### config.mk
export PLATFORM = sky130hd
export DESIGN_NAME = port_ctrl_block
export DESIGN_NICKNAME = d
export VERILOG_FILES = /design/src/rtl/pcr_pkg.sv /design/src/rtl/pcr_decode.sv /design/src/rtl/pcr_ctrl_bits.sv /design/src/rtl/pcr_seq.sv /design/src/rtl/port_ctrl_block.sv
export SDC_FILE = /design/constraint.sdc
export NUM_CORES = 1
export LEC_CHECK = 0
export BUFFER_PORTS_ARGS = -buffer_cell sky130_fd_sc_hd__buf_2
export CORE_ASPECT_RATIO = 0.5
export CORE_UTILIZATION = 40
export CTS_CLUSTER_DIAMETER = 120
export CTS_CLUSTER_SIZE = 14
export DETAILED_ROUTE_END_ITERATION = 6
export PLACE_DENSITY = 0.88
export SLEW_MARGIN = 20
export SYNTH_ARGS = -nofsm -noshare
export SYNTH_HDL_FRONTEND = slang
export SYNTH_SLANG_ARGS = --single-unit
### constraint.sdc
create_clock -name clk -period 5 [get_ports clk]
set_input_delay 0.75 -clock clk [delete_from_list [all_inputs] [get_ports clk]]
set_output_delay 0.75 -clock clk [all_outputs]
set_load 0.05 [all_outputs]
### src/rtl/pcr_pkg.sv
package pcr_pkg;
  localparam int REG_W     = 32;
  localparam int PB_PRST   = 0;
  localparam int PB_DRST   = 1;
  localparam int PB_INIT   = 2;
  localparam int PB_WOC    = 3;
  localparam int PB_CDB16  = 5;
  localparam int PB_RESUME = 6;
  localparam int PB_ACT32  = 10;
  localparam int PB_PMEN   = 13;
  localparam int PB_RDY    = 31;

  localparam logic [REG_W-1:0] PERSIST_MASK =
    (REG_W'(1) << PB_PRST)   | (REG_W'(1) << PB_WOC)   |
    (REG_W'(1) << PB_CDB16)  | (REG_W'(1) << PB_RESUME) |
    (REG_W'(1) << PB_ACT32)  | (REG_W'(1) << PB_PMEN);

  typedef enum logic [2:0] {
    SQ_IDLE, SQ_DEV_WAIT, SQ_DEV_SETTLE, SQ_INI_WAIT, SQ_INI_SETTLE
  } seq_state_t;

  // apply one bus write to the persistent word
  function automatic logic [REG_W-1:0] apply_write(
    input logic [REG_W-1:0] cur, input logic [REG_W-1:0] data,
    input logic do_set, input logic do_clr);
    logic [REG_W-1:0] m;
    m = data & PERSIST_MASK;
    if (do_set)      return cur | m;
    else if (do_clr) return cur & ~m;
    else             return cur;
  endfunction

  // compose the status view
  function automatic logic [REG_W-1:0] status_word(
    input logic [REG_W-1:0] ctrl, input logic dev_busy,
    input logic init_busy, input logic rdy);
    logic [REG_W-1:0] s;
    s = ctrl & PERSIST_MASK;
    s[PB_DRST] = dev_busy;
    s[PB_INIT] = init_busy;
    s[PB_RDY]  = rdy;
    return s;
  endfunction
endpackage

### src/rtl/pcr_decode.sv
module pcr_decode #(
  parameter int ADDR_W = 13,
  parameter logic [ADDR_W-1:0] SET_OFS = 13'h1000,
  parameter logic [ADDR_W-1:0] CLR_OFS = 13'h1004
) (
  input  logic              wr_en,
  input  logic [ADDR_W-1:0] wr_addr,
  input  logic [ADDR_W-1:0] rd_addr,
  output logic              set_stb,
  output logic              clr_stb,
  output logic              rd_hit
);
  assign set_stb = wr_en && (wr_addr == SET_OFS);
  assign clr_stb = wr_en && (wr_addr == CLR_OFS);
  assign rd_hit  = (rd_addr == SET_OFS);
endmodule

### src/rtl/pcr_ctrl_bits.sv
module pcr_ctrl_bits
  import pcr_pkg::*;
(
  input  logic             clk,
  input  logic             rst_n,
  input  logic             set_stb,
  input  logic             clr_stb,
  input  logic [REG_W-1:0] wdata,
  output logic [REG_W-1:0] ctrl_q
);
  logic [REG_W-1:0] ctrl_d;
  assign ctrl_d = apply_write(ctrl_q, wdata, set_stb, clr_stb);

  for (genvar b = 0; b < REG_W; b++) begin : g_bit
    if (PERSIST_MASK[b]) begin : g_ff
      logic q;
      always_ff @(posedge clk or negedge rst_n) begin
        if (!rst_n) q <= 1'b0;
        else        q <= ctrl_d[b];
      end
      assign ctrl_q[b] = q;
    end else begin : g_zero
      assign ctrl_q[b] = 1'b0;
    end
  end

  AST_SET_PMEN: assert property (@(posedge clk) disable iff (!rst_n)
    set_stb && wdata[PB_PMEN] |=> ctrl_q[PB_PMEN]);
  AST_QUIET_STABLE: assert property (@(posedge clk) disable iff (!rst_n)
    !set_stb && !clr_stb |=> $stable(ctrl_q));
  AST_CLR_PMEN: assert property (@(posedge clk) disable iff (!rst_n)
    clr_stb && wdata[PB_PMEN] |=> !ctrl_q[PB_PMEN]);
endmodule

### src/rtl/pcr_seq.sv
module pcr_seq
  import pcr_pkg::*;
#(
  parameter int SETTLE = 16,
  localparam int CNT_W = (SETTLE > 1) ? $clog2(SETTLE) : 1
) (
  input  logic clk,
  input  logic rst_n,
  input  logic dev_req,
  input  logic init_req,
  input  logic abort,
  input  logic eng_done,
  output logic dev_busy,
  output logic init_busy,
  output logic eng_dev_req,
  output logic eng_init_req,
  output logic seq_start,
  output logic dev_fin,
  output logic init_fin
);
  seq_state_t st_q, st_d;
  logic [CNT_W-1:0] cnt_q, cnt_d;
  localparam logic [CNT_W-1:0] CNT_LOAD = CNT_W'(SETTLE - 1);

  always_comb begin
    st_d      = st_q;
    cnt_d     = cnt_q;
    dev_fin   = 1'b0;
    init_fin  = 1'b0;
    seq_start = 1'b0;
    if (abort) begin
      st_d  = SQ_IDLE;
      cnt_d = '0;
    end else begin
      unique case (st_q)
        SQ_IDLE: begin
          if (dev_req)       begin st_d = SQ_DEV_WAIT; seq_start = 1'b1; end
          else if (init_req) begin st_d = SQ_INI_WAIT; seq_start = 1'b1; end
        end
        SQ_DEV_WAIT: if (eng_done) begin st_d = SQ_DEV_SETTLE; cnt_d = CNT_LOAD; end
        SQ_INI_WAIT: if (eng_done) begin st_d = SQ_INI_SETTLE; cnt_d = CNT_LOAD; end
        SQ_DEV_SETTLE: begin
          if (cnt_q == '0) begin st_d = SQ_IDLE; dev_fin = 1'b1; end
          else cnt_d = cnt_q - 1'b1;
        end
        SQ_INI_SETTLE: begin
          if (cnt_q == '0) begin st_d = SQ_IDLE; init_fin = 1'b1; end
          else cnt_d = cnt_q - 1'b1;
        end
        default: st_d = SQ_IDLE;
      endcase
    end
  end

  always_ff @(posedge clk or negedge rst_n) begin
    if (!rst_n) begin
      st_q  <= SQ_IDLE;
      cnt_q <= '0;
    end else begin
      st_q  <= st_d;
      cnt_q <= cnt_d;
    end
  end

  assign dev_busy     = (st_q == SQ_DEV_WAIT) || (st_q == SQ_DEV_SETTLE);
  assign init_busy    = (st_q == SQ_INI_WAIT) || (st_q == SQ_INI_SETTLE);
  assign eng_dev_req  = (st_q == SQ_DEV_WAIT);
  assign eng_init_req = (st_q == SQ_INI_WAIT);

  AST_ABORT_IDLES: assert property (@(posedge clk) disable iff (!rst_n)
    abort |=> !dev_busy && !init_busy);
  AST_ONE_SEQ: assert property (@(posedge clk) disable iff (!rst_n)
    $onehot0({dev_busy, init_busy}));
  AST_SETTLE_BOUND: assert property (@(posedge clk) disable iff (!rst_n)
    (st_q == SQ_INI_SETTLE || st_q == SQ_DEV_SETTLE) |-> (int'(cnt_q) < SETTLE));
  AST_IDLE_DONE: assert property (@(posedge clk) disable iff (!rst_n)
    (st_q == SQ_IDLE) && eng_done && !dev_req && !init_req |=> st_q == SQ_IDLE);
endmodule

### src/rtl/port_ctrl_block.sv
module port_ctrl_block
  import pcr_pkg::*;
#(
  parameter int ADDR_W = 13,
  parameter logic [ADDR_W-1:0] SET_OFS = 13'h1000,
  parameter logic [ADDR_W-1:0] CLR_OFS = 13'h1004,
  parameter int SETTLE = 16
) (
  input  logic              clk,
  input  logic              rst_n,
  input  logic              wr_en,
  input  logic [ADDR_W-1:0] wr_addr,
  input  logic [31:0]       wr_data,
  input  logic [ADDR_W-1:0] rd_addr,
  output logic [31:0]       rd_data,
  input  logic              eng_done,
  output logic              eng_dev_req,
  output logic              eng_init_req,
  output logic              port_rst_o,
  output logic              irq_woc_o,
  output logic              cdb16_o,
  output logic              resume_o,
  output logic              act32_o,
  output logic              pm_en_o,
  output logic              ready_o
);
  logic set_stb, clr_stb, rd_hit;
  logic [REG_W-1:0] ctrl_q;
  logic abort, dev_req, init_req;
  logic dev_busy, init_busy, seq_start, dev_fin, init_fin;
  logic rdy_q;

  pcr_decode #(.ADDR_W(ADDR_W), .SET_OFS(SET_OFS), .CLR_OFS(CLR_OFS)) u_dec (
    .wr_en(wr_en), .wr_addr(wr_addr), .rd_addr(rd_addr),
    .set_stb(set_stb), .clr_stb(clr_stb), .rd_hit(rd_hit));

  pcr_ctrl_bits u_bits (
    .clk(clk), .rst_n(rst_n), .set_stb(set_stb), .clr_stb(clr_stb),
    .wdata(wr_data), .ctrl_q(ctrl_q));

  // port reset in the same write, or already held, blocks new sequences
  assign abort    = set_stb && wr_data[PB_PRST];
  assign dev_req  = set_stb && wr_data[PB_DRST] && !wr_data[PB_PRST] && !ctrl_q[PB_PRST];
  assign init_req = set_stb && wr_data[PB_INIT] && !wr_data[PB_PRST] && !ctrl_q[PB_PRST];

  pcr_seq #(.SETTLE(SETTLE)) u_seq (
    .clk(clk), .rst_n(rst_n), .dev_req(dev_req), .init_req(init_req),
    .abort(abort), .eng_done(eng_done), .dev_busy(dev_busy),
    .init_busy(init_busy), .eng_dev_req(eng_dev_req),
    .eng_init_req(eng_init_req), .seq_start(seq_start),
    .dev_fin(dev_fin), .init_fin(init_fin));

  always_ff @(posedge clk or negedge rst_n) begin
    if (!rst_n)                  rdy_q <= 1'b0;
    else if (abort || seq_start) rdy_q <= 1'b0;
    else if (init_fin)           rdy_q <= 1'b1;
  end

  assign rd_data    = rd_hit ? status_word(ctrl_q, dev_busy, init_busy, rdy_q) : '0;
  assign port_rst_o = ctrl_q[PB_PRST];
  assign irq_woc_o  = ctrl_q[PB_WOC];
  assign cdb16_o    = ctrl_q[PB_CDB16];
  assign resume_o   = ctrl_q[PB_RESUME];
  assign act32_o    = ctrl_q[PB_ACT32];
  assign pm_en_o    = ctrl_q[PB_PMEN];
  assign ready_o    = rdy_q;

  AST_RDY_LOW_IN_RST: assert property (@(posedge clk) disable iff (!rst_n)
    port_rst_o |-> !ready_o);
  AST_RDY_FROM_INIT: assert property (@(posedge clk) disable iff (!rst_n)
    $rose(ready_o) |-> $past(init_fin));
  AST_DEV_NO_RDY: assert property (@(posedge clk) disable iff (!rst_n)
    dev_fin |=> !ready_o);
endmodule

Word level (Yosys, flattened, before mapping):

Cells that the tools add are included.

* bits in registers: 14
* input bits: 62
* word-level logic and storage cells: 72

* bitwise logic cells: 3
* muxes and demuxes: 23
* reductions and logical operators: 23
* eq/ne operators: 13
* add/sub/neg operators: 1

Operators with widths (number)
* $eq 13x13->1 const B: 3
* $mux 32: 1
* $mux 14: 2
* $mux 3: 6
* $and 14x14->14: 1
* $not 14->14: 1
* $or 14x14->14: 1
* $mux 4: 3
* $pmux 3 s4: 1
* $logic_and 1x1->1: 9
* $mux 1: 9
* $pmux 4 s2: 1
* $eq 3x2->1 const B: 2
* $ne 3x1->1 const B: 2
* $ne 3x2->1 const B: 2
* $logic_not 4->1: 1
* $ne 4x4->1 const B: 1
* $reduce_and 4->1: 1
* $reduce_bool 2->1: 2
* $reduce_or 2->1: 2
* $sub 4x1->4 const B: 1
* $eq 3x1->1 const B: 1
* $eq 3x3->1 const B: 1
* $logic_not 3->1: 1
* other kinds (5): 8

Depth between registers and ports, before layout:

* depth after elaboration: 11
* gate-level depth with buffers: 6

Cells and area by module:

A second synthesis with hierarchy kept.

* cells, all modules: 161
* area total of the unflattened synthesis: 1375.1 um2

Modules (own cells, without submodules)
* pcr_seq: cells an instance 59, area an instance 518.0 um2, instances 1, seq. area each 175.2 um2
* pcr_ctrl_bits: cells an instance 51, area an instance 469.2 um2, instances 1, seq. area each 150.1 um2
* port_ctrl_block: cells an instance 39, area an instance 305.3 um2, instances 1, seq. area each 25.0 um2
* pcr_decode: cells an instance 12, area an instance 82.6 um2, instances 1, seq. area each 0.0 um2

Least setup slack after synthesis:

Ideal clock, no wire load.

* path kind: in2out
* start point: in rd_addr[1]
* end point: out rd_data[1]
* arrival: 2796 ps
* slack: 1454 ps
* path buffers: 0
* stages: 3
* path through: or4_4 -> nor4_4 -> nor3b_1

* longest elaborated chain between the ends: 2

RTL lines
* from (decl): RTL line port_ctrl_block.sv:14 `input logic [ADDR_W-1:0] rd_addr,`
* $eq 13x13->1: RTL line pcr_decode.sv:15 `assign rd_hit = (rd_addr == SET_OFS);`
* $mux 32: RTL line port_ctrl_block.sv:59 `assign rd_data = rd_hit ? status_word(ctrl_q, dev_busy, init_busy, rdy_q) : '0;`
* to (decl): RTL line port_ctrl_block.sv:15 `output logic [31:0] rd_data,`

Every way passes these cells.

Worst setup path after layout:

Ends and elaborated chain as after synthesis.

==> key figures <==
Global route
  – Vias in the first global route: roughly 840
  – Largest net degree at the start of global routing: 16
  – Total grt overflow: 0
  – Gr usage total: between 10% and 20%
  – Initial antenna violation count: 0
  – First-pass GRT wire length: 3840 um

Yosys
  – Asr flop ratio synth: 100%
  – EDFF count, synth: 0
  – Cell variety after synth: 42
  – Sequential element share of the synthesized area: just over 30%
  – Yosys warns: 0
  – Synth Cell Area: 1150 um2
  – Synth Flop Type: dfrtp_1
  – Average size of a mapped cell: about 8.8 um2
  – FF+latch count, synth: 14
  – Gate count of the mapped netlist: 130

Final layout
  – ANT cells: 0
  – Finished Layout Cells: 219
  – Final std cell area, no fill: 1400 um2
  – Layout cells sized above 1: 37.9%
  – Area growth, synth to finish: 21.9%
  – Final core utilization: 52.5%
  – Most common cell after layout, fill and taps aside: buf_2
  – Layout net count: 247
  – Most frequent cells in the layout: buf_2 (55), conb_1 (23), dfrtp_1 (14)

Routing
  – DR iter-0 viols: 52
  – Vias per cell: 4.99
  – Drt drc: 0
  – DRT Pass-1 Iters: 4
  – Met2 wire length: 1440 um
  – Drt total wl: around 2700 um
  – WL met1: 994 um
  – Met3 WL post-DR: 190 um
  – Detailed-route wire length per cell: 12.3 um
  – Top Layer Used: met4
  – Antenna-violating nets left: 0
  – Total number of vias: 1093

Floorplanning
  – Chip Width: 77.8 um
  – Die height: 39.9 um
  – Die Area: around 3100 um2
  – Site Rows: 13
  – Core Region: 2670 um2
  – Initial Util: around 43%
  – I/O pin total: slightly above 100

Setup path
  – Worst R2R Path Depth: 6
  – CP Launch Type: primary input
  – Critical path class: in -> out
  – WP data arrival: 2.33 ns
  – Worst path max stage delay: 0.53 ns
  – Critical Path Sink Type: output pin
  – Crit-path cells: buf_2 -> or4_4 -> nor4_4 -> nor3b_1 -> buf_2
  – Top cell by count, worst path: buf_2
  – CP Max Fanout: 9
  – CP max stage cell: or4_4
  – Req. time, crit path: roughly 4.3 ns

Placed design
  – Dpl cells: 215
  – Final Wtd Congestion: roughly 0.85
  – DP Area: about 1300 um2
  – Port bufs: 55
  – Dpl hpwl: 2010 um

Clock tree
  – Num CTS Buffers: 3
  – H-tree depth: 1
  – Clock-pin slew on the worst setup and hold paths: 0.06 ns
  – Post-CTS Setup Bufs: 0
  – Hold-fix buffers, CTS: 0
  – CTS tree: yes
  – Max Root-Sink Buffers: 2
  – Clock insertion delay at the later pin of the skew report: around 0.25 ns
  – Clk Tree Root Cell: clkbuf_8
  – Post-CTS Resized: 0
  – CTS sink cnt: 14

STA
  – Fin. max-slew vios: 0
  – Max_slew headroom: 32.6%
  – RSZ-0062 raised after global routing: no
  – # setup viols final: 0
  – Hold Vio Cnt, Final: 0
  – Sum of negative setup slack: 0 ns
  – Fmax: 324 MHz
  – Worst-margin pin slew: roughly 1.0 ns
  – Fin crit period: 3.08 ns
  – Final period utilization: 61.7%
  – Setup Skew: 0.00162 ns

Job
  – Max-cap check violation count: 0

Min path
  – Min-Delay Path Class: in -> async

Power
  – Total power per unit cell area: about 220 nW/um2
  – Max VDD drop: 0.0964 mV
  – Static Leak: roughly 0.76 nW

Outcome
  – Run status: finished clean
-- worst paths after layout --
kind / slack, ns / startpoint / to
setup / recovery: 1.92 / rd_addr[1] / rd_data[1]
hold / removal: 0.39 / rst_n / u_seq.st_q[1]$_DFFE_PN0P_
setup reg to reg: 2.84 / u_seq.cnt_q[0]$_DFFE_PN0P_ / u_seq.cnt_q[3]$_DFFE_PN0P_
hold reg to reg: 0.52 / register / register
max in group asynchronous: 4.37 / rst_n / asynchronous set/reset pin
min in group clk: 0.52 / register / register
-- worst max-delay path, delay by kind of cell --
| kind | cells | cell delay, ns |
|---|---|---|
| buf+inv | 2 | 0.40 |
| simple gates | 3 | 1.18 |
-- routing by layer --
layer / GRT usage (%) / vias to the layer above
met5: 0 / -
met4: 8.02 / 0
met3: 4.19 / 7
met1: 19.2 / 511
li1: - / 514
met2: 31.6 / 61
-- Yosys cell counts (2+ instances only) --
| library cell | n | share of area, % |
|---|---|---|
| ha_1 | 2 | 2.2 |
| or3_1 | 2 | 1.1 |
| inv_1 | 5 | 1.6 |
| dfrtp_1 | 14 | 30 |
| and2_1 | 7 | 3.8 |
| nand2b_1 | 2 | 1.1 |
| nor3_1 | 5 | 2.2 |
| and3_1 | 2 | 1.1 |
| a31oi_1 | 2 | 1.1 |
| a21o_1 | 2 | 1.3 |
| a211oi_1 | 2 | 1.3 |
| buf_4 | 24 | 16 |
| mux2_2 | 6 | 5.9 |
| xnor2_1 | 2 | 1.5 |
| nor3b_1 | 3 | 2.0 |
| nor2_1 | 9 | 2.9 |
| nor4_1 | 3 | 1.6 |
| a21oi_1 | 4 | 1.7 |
| clkbuf_1 | 3 | 0.98 |
| nand2_1 | 9 | 2.9 |
-- per-stage QoR --
| step | hold slack [ns] | worst slack (ns) | total power, mW |
|---|---|---|---|
| detailed placement | 0.505 | 1.91 | 0.198 |
| finish | 0.391 | 1.92 | 0.309 |
| floorplan | 0.454 | 1.45 | 0.190 |
| CTS | 0.398 | 1.91 | 0.311 |
| global placement | 0.497 | 1.97 | 0.195 |
| global route | 0.410 | 1.78 | 0.321 |
-- logic make-up (layout without fill, tap and decap cells) --
kind of cell | count (synthesis) | after routing | share of synthesized area (%)
AOI/OAI and AO/OA | 19 | 19 | 12.6
xor gates and xnor gates | 2 | 2 | 1.52
adders and majority gates | 2 | 2 | 2.18
buffers and inverters | 34 | 64 | 19.7
DFF | 14 | 14 | 30.5
muxes | 6 | 6 | 5.88
other | 1 | 23 | 0.326
and+or+nand+nor | 52 | 52 | 27.3
-- cell type report --
class	instances	area (um2)
inverters	5	18.8
multi-input cells	104	656
repair buffers	55	275
clock buffers	4	55.1
fillers	252	1270
well taps	37	46.3
flip-flops and latches	14	350
-- where the power goes --
group	switching [mW]	internal [mW]	total [mW]
registers	0.00502	0.119	0.124
clock network	0.0423	0.0698	0.112
logic	0.0557	0.0180	0.0737
total	0.103	0.206	0.309
Power figures use the tool's default switching activity.
